==> src/rtl/mcf_pkg.sv <==
package mcf_pkg;

    typedef enum logic [3:0] {
        ST_FETCH  = 4'd0,
        ST_DECODE = 4'd1,
        ST_ADDR   = 4'd2,
        ST_MRD    = 4'd3,
        ST_LDWB   = 4'd4,
        ST_MWR    = 4'd5,
        ST_EXEC   = 4'd6,
        ST_RWB    = 4'd7,
        ST_BRANCH = 4'd8,
        ST_JUMP   = 4'd9
    } state_e;

    typedef enum logic [1:0] {
        ALU_ADD   = 2'b00,
        ALU_SUB   = 2'b01,
        ALU_FUNCT = 2'b10
    } alu_cls_e;

    typedef enum logic [1:0] {
        PCS_ALU    = 2'b00,
        PCS_TARGET = 2'b01,
        PCS_JUMP   = 2'b10
    } pc_src_e;

    localparam logic [1:0] SRCB_REG   = 2'b00;
    localparam logic [1:0] SRCB_FOUR  = 2'b01;
    localparam logic [1:0] SRCB_IMM   = 2'b10;
    localparam logic [1:0] SRCB_IMMSH = 2'b11;

    typedef struct packed {
        logic     mem_rd;
        logic     mem_wr;
        logic     addr_src;
        logic     ir_wr;
        logic     pc_wr;
        logic     pc_wr_cond;
        pc_src_e  pc_src;
        logic     alu_src_a;
        logic [1:0] alu_src_b;
        alu_cls_e alu_op;
        logic     reg_dst;
        logic     mem_to_reg;
        logic     reg_wr;
    } ctrl_t;

    typedef struct packed {
        state_e state;
    } seq_t;

    localparam ctrl_t CTRL_IDLE = '0;

endpackage

==> src/rtl/mcf_dispatch.sv <==
module mcf_dispatch
    import mcf_pkg::*;
#(
    parameter int unsigned   OPC_W    = 6,
    parameter logic [OPC_W-1:0] OP_RTYPE = 6'b000000,
    parameter logic [OPC_W-1:0] OP_LOAD  = 6'b100011,
    parameter logic [OPC_W-1:0] OP_STORE = 6'b101011,
    parameter logic [OPC_W-1:0] OP_BEQ   = 6'b000100,
    parameter logic [OPC_W-1:0] OP_JUMP  = 6'b000010
) (
    input  state_e           cur,
    input  logic [OPC_W-1:0] opcode,
    output state_e           nxt
);

    logic is_mem;

    always_comb begin
        is_mem = (opcode == OP_LOAD) || (opcode == OP_STORE);
        nxt    = ST_FETCH;
        case (cur)
            ST_FETCH:  nxt = ST_DECODE;
            ST_DECODE: begin
                if (opcode == OP_RTYPE)    nxt = ST_EXEC;
                else if (is_mem)           nxt = ST_ADDR;
                else if (opcode == OP_BEQ) nxt = ST_BRANCH;
                else if (opcode == OP_JUMP) nxt = ST_JUMP;
                else                       nxt = ST_FETCH;
            end
            ST_ADDR:   nxt = (opcode == OP_STORE) ? ST_MWR : ST_MRD;
            ST_MRD:    nxt = ST_LDWB;
            ST_EXEC:   nxt = ST_RWB;
            default:   nxt = ST_FETCH;
        endcase
    end

endmodule

==> src/rtl/mcf_outdec.sv <==
module mcf_outdec
    import mcf_pkg::*;
(
    input  state_e st,
    output ctrl_t  ctrl
);

    always_comb begin
        ctrl = CTRL_IDLE;
        case (st)
            ST_FETCH: begin
                ctrl.mem_rd    = 1'b1;
                ctrl.ir_wr     = 1'b1;
                ctrl.pc_wr     = 1'b1;
                ctrl.pc_src    = PCS_ALU;
                ctrl.alu_src_b = SRCB_FOUR;
                ctrl.alu_op    = ALU_ADD;
            end
            ST_DECODE: begin
                ctrl.alu_src_b = SRCB_IMMSH;
                ctrl.alu_op    = ALU_ADD;
            end
            ST_ADDR: begin
                ctrl.alu_src_a = 1'b1;
                ctrl.alu_src_b = SRCB_IMM;
                ctrl.alu_op    = ALU_ADD;
            end
            ST_MRD: begin
                ctrl.mem_rd   = 1'b1;
                ctrl.addr_src = 1'b1;
            end
            ST_LDWB: begin
                ctrl.reg_wr     = 1'b1;
                ctrl.mem_to_reg = 1'b1;
            end
            ST_MWR: begin
                ctrl.mem_wr   = 1'b1;
                ctrl.addr_src = 1'b1;
            end
            ST_EXEC: begin
                ctrl.alu_src_a = 1'b1;
                ctrl.alu_src_b = SRCB_REG;
                ctrl.alu_op    = ALU_FUNCT;
            end
            ST_RWB: begin
                ctrl.reg_dst = 1'b1;
                ctrl.reg_wr  = 1'b1;
            end
            ST_BRANCH: begin
                ctrl.alu_src_a  = 1'b1;
                ctrl.alu_src_b  = SRCB_REG;
                ctrl.alu_op     = ALU_SUB;
                ctrl.pc_wr_cond = 1'b1;
                ctrl.pc_src     = PCS_TARGET;
            end
            ST_JUMP: begin
                ctrl.pc_wr  = 1'b1;
                ctrl.pc_src = PCS_JUMP;
            end
            default: ctrl = CTRL_IDLE;
        endcase
    end

endmodule

==> src/rtl/mcf_ctrl.sv <==
module mcf_ctrl
    import mcf_pkg::*;
#(
    parameter int unsigned   OPC_W    = 6,
    parameter logic [OPC_W-1:0] OP_RTYPE = 6'b000000,
    parameter logic [OPC_W-1:0] OP_LOAD  = 6'b100011,
    parameter logic [OPC_W-1:0] OP_STORE = 6'b101011,
    parameter logic [OPC_W-1:0] OP_BEQ   = 6'b000100,
    parameter logic [OPC_W-1:0] OP_JUMP  = 6'b000010
) (
    input  logic             clk,
    input  logic             rst_n,
    input  logic [OPC_W-1:0] opcode,
    input  logic             alu_zero,
    output logic             mem_rd,
    output logic             mem_wr,
    output logic             addr_src,
    output logic             ir_wr,
    output logic             pc_wr,
    output logic             pc_wr_cond,
    output logic             pc_load,
    output logic [1:0]       pc_src,
    output logic             alu_src_a,
    output logic [1:0]       alu_src_b,
    output logic [1:0]       alu_op,
    output logic             reg_dst,
    output logic             mem_to_reg,
    output logic             reg_wr
);

    seq_t   seq_d, seq_q;
    state_e nxt_state;
    ctrl_t  ctrl_dec, ctrl_live;

    mcf_dispatch #(
        .OPC_W    (OPC_W),
        .OP_RTYPE (OP_RTYPE),
        .OP_LOAD  (OP_LOAD),
        .OP_STORE (OP_STORE),
        .OP_BEQ   (OP_BEQ),
        .OP_JUMP  (OP_JUMP)
    ) u_dispatch (
        .cur    (seq_q.state),
        .opcode (opcode),
        .nxt    (nxt_state)
    );

    mcf_outdec u_outdec (
        .st   (seq_q.state),
        .ctrl (ctrl_dec)
    );

    always_comb begin
        seq_d       = seq_q;
        seq_d.state = nxt_state;
    end

    always_ff @(posedge clk or negedge rst_n) begin
        if (!rst_n) seq_q <= '{state: ST_FETCH};
        else        seq_q <= seq_d;
    end

    // Reset holds every enable low; release lands directly in fetch.
    always_comb begin
        ctrl_live = rst_n ? ctrl_dec : CTRL_IDLE;
    end

    assign mem_rd     = ctrl_live.mem_rd;
    assign mem_wr     = ctrl_live.mem_wr;
    assign addr_src   = ctrl_live.addr_src;
    assign ir_wr      = ctrl_live.ir_wr;
    assign pc_wr      = ctrl_live.pc_wr;
    assign pc_wr_cond = ctrl_live.pc_wr_cond;
    assign pc_src     = ctrl_live.pc_src;
    assign alu_src_a  = ctrl_live.alu_src_a;
    assign alu_src_b  = ctrl_live.alu_src_b;
    assign alu_op     = ctrl_live.alu_op;
    assign reg_dst    = ctrl_live.reg_dst;
    assign mem_to_reg = ctrl_live.mem_to_reg;
    assign reg_wr     = ctrl_live.reg_wr;
    assign pc_load    = ctrl_live.pc_wr | (ctrl_live.pc_wr_cond & alu_zero);

endmodule

==> config.mk <==
export PLATFORM = sky130hd
export DESIGN_NAME = mcf_ctrl
export DESIGN_NICKNAME = d
export VERILOG_FILES = /design/src/rtl/mcf_pkg.sv /design/src/rtl/mcf_dispatch.sv /design/src/rtl/mcf_outdec.sv /design/src/rtl/mcf_ctrl.sv
export SDC_FILE = /design/constraint.sdc
export NUM_CORES = 1
export LEC_CHECK = 0
export BUFFER_PORTS_ARGS = -buffer_cell sky130_fd_sc_hd__buf_2
export CAP_MARGIN = 20
export CORE_MARGIN = 3
export CORE_UTILIZATION = 25
export CTS_CLUSTER_DIAMETER = 40
export DETAILED_ROUTE_END_ITERATION = 12
export GPL_TIMING_DRIVEN = 0
export PLACE_DENSITY = 0.57
export SYNTH_ARGS = -nofsm -noshare
export SYNTH_HDL_FRONTEND = slang
export SYNTH_SLANG_ARGS = --single-unit
==> constraint.sdc <==
create_clock -name clk -period 1.24 [get_ports clk]
set_input_delay 0 -clock clk [delete_from_list [all_inputs] [get_ports clk]]
set_output_delay 0 -clock clk [all_outputs]
set_load 0.02 [all_outputs]
==> results of run 1 <==
-- worst max-delay path by stage --
stage	from	to	slack, ps
after floorplan	seq_q[2]	pc_wr	-100
after global placement	seq_q[2]	pc_wr	-70
after detailed placement	seq_q[2]	pc_wr	-100
after CTS	seq_q[2]	pc_wr	-290
after global routing	seq_q[3]	alu_src_b[1]	-240
final	seq_q[3]	alu_src_b[1]	-200
-- metal layers --
layer | vias to the layer above | wire, um
met5 | - | 0
met4 | 0 | 24
met3 | 2 | 72
met2 | 23 | 818
met1 | 276 | 681
li1 | 305 | -
-- Yosys cell counts (all sizes together) --
| master | number |
|---|---|
| nor3 | 10 |
| nor2 | 7 |
| inv | 5 |
| a21oi | 4 |
| buf | 4 |
| dfrtp | 4 |
| nand2 | 3 |
| a311o | 2 |
| and3 | 2 |
| nand2b | 2 |
| nand3 | 2 |
| nand3b | 2 |
| nand4 | 2 |
| nor2b | 2 |
| nor3b | 2 |
| a211oi | 1 |
| a221oi | 1 |
| a41oi | 1 |
| o41ai | 1 |
| or2 | 1 |
| or3b | 1 |
| xnor2 | 1 |
| xor2 | 1 |
-- power breakdown --
part	internal (mW)	leakage, nW	total [mW]	switching (mW)
Clock	0.108	0.0138	0.166	0.0571
Combinational	0.337	0.365	0.743	0.407
Sequential	0.159	0.0523	0.201	0.0426
-- worst max-delay path, stage by stage (launching register included) --
cell,delay [ps]
dfrtp_1,380
or3b_4,420
buf_4,160
a21oi_2,110
buf_6,130
-- placed cells by master (no fill, tap or decap), types with 3 or more instances in the layout --
cell type / count
inv_1: 3
nor2_4: 3
nor3_2: 7
buf_4: 18
buf_2: 11
clkbuf_4: 3
dfrtp_1: 3
nor2_1: 3
nand2_1: 3
buf_6: 12
-- area by class of cell --
cell class / count / area, um2 / area share
Clock buffer: 3 / 22.5 / 0.0243
Timing Repair Buffer: 39 / 305 / 0.330
Multi-Input combinational cell: 48 / 415 / 0.449
Sequential cell: 4 / 101 / 0.109
Inverter: 5 / 21.3 / 0.0230
Buffer: 3 / 30.0 / 0.0324
Tap cell: 24 / 30.0 / 0.0324
-- logic make-up (layout without fill, tap and decap cells) --
logic type,count (synthesis),in the layout,share of synthesized area
simple gates,36,36,0.464
compound gates,10,10,0.179
buf+inv,9,50,0.0989
flops,4,4,0.220
xor+xnor,2,2,0.0385
-- metrics by stage --
stage	TNS, ps	util	total power, mW
global placement	-114	0.384	0.692
finish	-2060	0.575	1.11
CTS	-2970	0.484	1.00
floorplan	-114	-	0.558
detailed placement	-97.2	0.384	0.700
global route	-3210	0.575	1.19
-- what timing repair did --
action                     CTS  global route
setup endpoints to repair   17            20
hold endpoints to repair     5             4
gates resized for setup     29            29
cloned                       0             1
buffers inserted             6             6
pin swaps                    6             7
==> flow_metrics.tcl, run 1 <==
set metrics [dict create \
    yosys_register_bits 4 \
    finalWorstSetupSlack_ps -203 \
    cts.clk_slew.worst_paths_ps 40 \
    drc_errors 0 \
    stdcell_count 126 \
    drv_slew 0 \
    powerDensity_nw_per_um2 1200 \
    cts_buffers 3 \
    cts.sinks 4 \
    vdd_drop_max_v 0.000477 \
    place_ws_ps -95.7 \
    final_antenna_net_count 0 \
    row_count 14 \
    grt_overflow 0 \
    cts_tree "done" \
    worst_setup_path_start_kind "flop" \
    wirelength_um 1600 \
    routed-via-count 606 \
    nFillCells 155 \
    cts_hold_buf 1 \
    finalInstanceArea_um2 926 \
    p_leak_nw 0.431 \
    status "finished, violations left" \
    hold_viol_final 4 \
    drive_gt1_frac 0.686 \
    path_class "reg -> out" \
    drt_iter0_drc 2 \
    hold_path_class "in -> async" \
    drv_cap 0 \
    clk_root_buffer_cell "clkbuf_4" \
    critical_path.max_fanout 2 \
    fin_nets 113 \
    placed_area_um2 618 \
    dieWidth_um 48.7 \
    synth_area_leader_cell "dfrtp_1" \
    rr_worst_depth 3 \
    largest_register_ffs 4 \
    port_buffers 25 \
    synth.avg_cell_area_um2 7.47 \
    busiest_layer "met2" \
    syn-num-nets 70 \
    wl_per_cell_um 12.7 \
    clock_latency_ps 240 \
    ios 26 \
    globalRouteMet2Util 0.219 \
    detail_route.first_pass.iterations 2 \
    end_kind "primary output" \
    ys_seq_area_frac 0.220 \
    rsz0062_at_grt "yes" \
    hpwl_um 1040 \
    violations "hold timing, setup timing" \
    timing.rr.start "seq_q[0]" \
    core-area_um2 1610 \
    synthCells 61 \
    post-place-cells 110 \
    worstMarginPinSlew_ps 287 \
    slew_headroom 0.808 \
    dieArea_um2 2370 \
    h-tree-depth 1 \
    first_global_vias 559 \
    antenna_found_initial 0 \
    required_ps 1240 \
    ff2ff_setup_slack_ps 70 \
    grt_start_max_net_pins 11 \
    finalCriticalPeriod_ps 1440 \
    cp.arrival_ps 1440 \
    clockBufferDepth 2 \
    synthesis.area_um2 455 \
    gp_congestion 0.829 \
    hold_ws_ps -395 \
    via_per_inst 4.81 \
    reg_top3 "seq_q x4" \
    n_antenna_cell 0 \
    fmax_mhz 693 \
    yosys_warnings 0 \
    rr_endpoint "seq_q[1]" \
    yosysUniqueCellTypes 26 \
    skew_ps 5.07 \
    areaGrowthSynthToFinish_pct 103 \
    grtUsageMet3 0.0337 \
    top_register "seq_q" \
    use_met1 0.135 \
    die_y_um 48.7 \
    setup_violations 16 \
    synth_top_area_frac 0.220 \
    fin_crit_sh 1.16 \
    synth.area.top_cells "dfrtp_1, nor3_1, nor2_1" \
    start_util 0.283 \
    track_usage 0.127 \
    grt_pass1_wl_um 2360 \
]
(Power assumes the default switching activity.)
==> run 2: changes to the inputs <==
- PLACE_DENSITY: 0.57 -> 0.55
- SYNTH_HIERARCHICAL: default -> 1
==> run 2 against run 1 <==
Against the previous run: the run ends with setup timing left; worst setup slack got worse by 48 ps; design area increased by 24%; sequential cell count unchanged; largest power group unchanged.
==> flow_metrics.tcl, run 2 <==
set metrics [dict create \
    clkPwrFrac 0.114 \
    nFillCells 180 \
    finalCriticalPeriod_ps 1490 \
    ys_seq_area_frac 0.173 \
    synthArstFlopShare 1.00 \
    clk_root_buffer_cell "clkbuf_4" \
    synth_top_area_frac 0.173 \
    slew_headroom 0.732 \
    core-area_um2 2080 \
    final_core_util 0.552 \
    end_kind "primary output" \
    syn-num-nets 77 \
    die_y_um 54.1 \
    setup_tns_ps -3190 \
    synthesis.area_um2 578 \
    critical_path.max_fanout 4 \
    h-tree-depth 1 \
    ff2ff_setup_slack_ps -110 \
    yosysUniqueCellTypes 27 \
    finalWorstSetupSlack_ps -251 \
    top_register "seq_q" \
    routed-via-count 677 \
    synth.avg_cell_area_um2 8.50 \
    drc_errors 0 \
    startpoint "seq_q[0]" \
    cts.clk_slew.worst_paths_ps 40 \
    powerDensity_nw_per_um2 1210 \
    clock_latency_ps 230 \
    worst_setup_path_start_kind "flop" \
    largest_register_ffs 4 \
    drive_gt1_frac 0.675 \
    final_cell_mix "buf_6, and2_1, buf_2, buf_4" \
    path_class "reg -> out" \
    layout_commonest_cell "buf_6" \
    row_count 16 \
    grt_overflow 0 \
    wirelength_um 1730 \
    vdd_drop_max_v 0.000820 \
    gp_congestion 0.726 \
    hold_path_class "in -> reg" \
    track_usage 0.128 \
    synth_top_flop_cell "dfrtp_1" \
    n_antenna_cell 0 \
    min_to "seq_q[2]" \
    drv_slew 0 \
    cts_buffers 3 \
    power.switching_mw 0.546 \
    clockBufferDepth 2 \
    yosysMostFrequentCell "and2_1" \
    rsz0062_at_grt "yes" \
    placed_area_um2 739 \
    skew_ps 4.46 \
    required_ps 1240 \
    fmax_mhz 671 \
    setup_violations 20 \
    hold_ws_ps 94.5 \
    dieArea_um2 2930 \
    wl_per_cell_um 12.3 \
    synth_area_leader_cell "and2_1" \
    start_util 0.278 \
    dieWidth_um 54.1 \
    yosys_warnings 6 \
    sw_frac_of_total 0.391 \
    hpwl_um 1030 \
    first_global_vias 651 \
    hold_viol_final 0 \
    synthCells 68 \
    p_int_mw 0.849 \
    hold_depth 4 \
    ios 26 \
    antenna_found_initial 0 \
    synth_top_cells_by_count "and2_1, nor3_1, dfrtp_1" \
    fin_nets 125 \
    synth-edff-count 0 \
    p_comb_frac 0.746 \
    drv_cap 0 \
    via_per_inst 4.80 \
    detail_route.first_pass.iterations 4 \
    cts.sinks 4 \
    port_buffers 25 \
    cts_tree "done" \
    fin_crit_sh 1.20 \
    cp.arrival_ps 1490 \
    drt_iter0_drc 4 \
    rr_endpoint "seq_q[2]" \
    seqPwrFrac 0.140 \
    yosys_register_bits 4 \
    synth.area.top_cells "and2_1, dfrtp_1, nor4b_2" \
    grt_pass1_wl_um 2730 \
    finalInstanceArea_um2 1150 \
    p_leak_nw 0.483 \
    stdcell_count 141 \
    areaGrowthSynthToFinish_pct 98.7 \
    status "finished, violations left" \
    hp-start "opcode[3]" \
    worstMarginPinSlew_ps 399 \
    timing.rr.start "seq_q[2]" \
    post-place-cells 120 \
    reg_top3 "seq_q x4" \
    violations "setup timing" \
    final_antenna_net_count 0 \
    rr_worst_depth 4 \
    grt_start_max_net_pins 11 \
]
[run 2: metal layers]
metal,global-route usage,up-vias,share of wire
met2,0.226,29,0.54
met4,0.0249,0,0.0029
met1,0.149,309,0.40
met3,0.0416,2,0.060
met5,0,-,0
li1,-,337,-
[run 2: critical path: stages (launching register included)]
cell     delay (ps)
dfrtp_2         420
buf_12          130
nor4b_4         240
buf_4           160
a21oi_1          60
nor2b_2         120
buf_6           120
[run 2: metrics by stage]
stage	worst slack [ps]	total power, mW
floorplan	35.3	0.637
global placement	-81.0	0.776
detailed placement	-104	0.788
CTS	-265	1.27
global route	-367	1.50
finish	-251	1.39
[run 2: kinds of logic after synthesis]
family                    Yosys count  synth area share
DFF                                 4             0.173
xor gates and xnor gates            5            0.0758
and+or+nand+nor                    47             0.582
buffers and inverters               7            0.0931
AOI/OAI and AO/OA                   5            0.0758
[run 2: how the worst max path moves through the flow]
stage                   endpoint  slack [ps]  cells after the start
floorplan                pc_load          40                      5
global placement         pc_load         -80                      6
detailed placement       pc_load        -100                      6
CTS                      pc_load        -270                      6
global route        alu_src_b[1]        -370                      5
finish                   pc_load        -250                      6
[run 2: power by group through the flow]
stage	clock, mW	sequential, mW	combinational [mW]
after detailed placement	0	0.213	0.574
after CTS	0.165	0.194	0.913
final	0.159	0.195	1.04
after global routing	0.181	0.199	1.12
after global placement	0	0.211	0.565
after floorplan	0	0.200	0.437
[run 2: final cells by class]
type | instances | area, um2 | area share
clock buffer | 3 | 22.5 | 0.0196
buffer | 6 | 67.6 | 0.0588
sequential | 4 | 105 | 0.0915
timing repair buffer | 43 | 390 | 0.340
inverter | 1 | 3.75 | 0.00327
tap | 27 | 33.8 | 0.0294
multi-input combinational | 57 | 526 | 0.458
[run 2: repair_timing]
item,CTS,global route
hold buffers,2,0
resized for setup,39,26
pin swaps,10,19
setup buffers,11,4
hold endpoints to repair,5,0
endpoints found under the setup margin,18,21
cloned,1,0
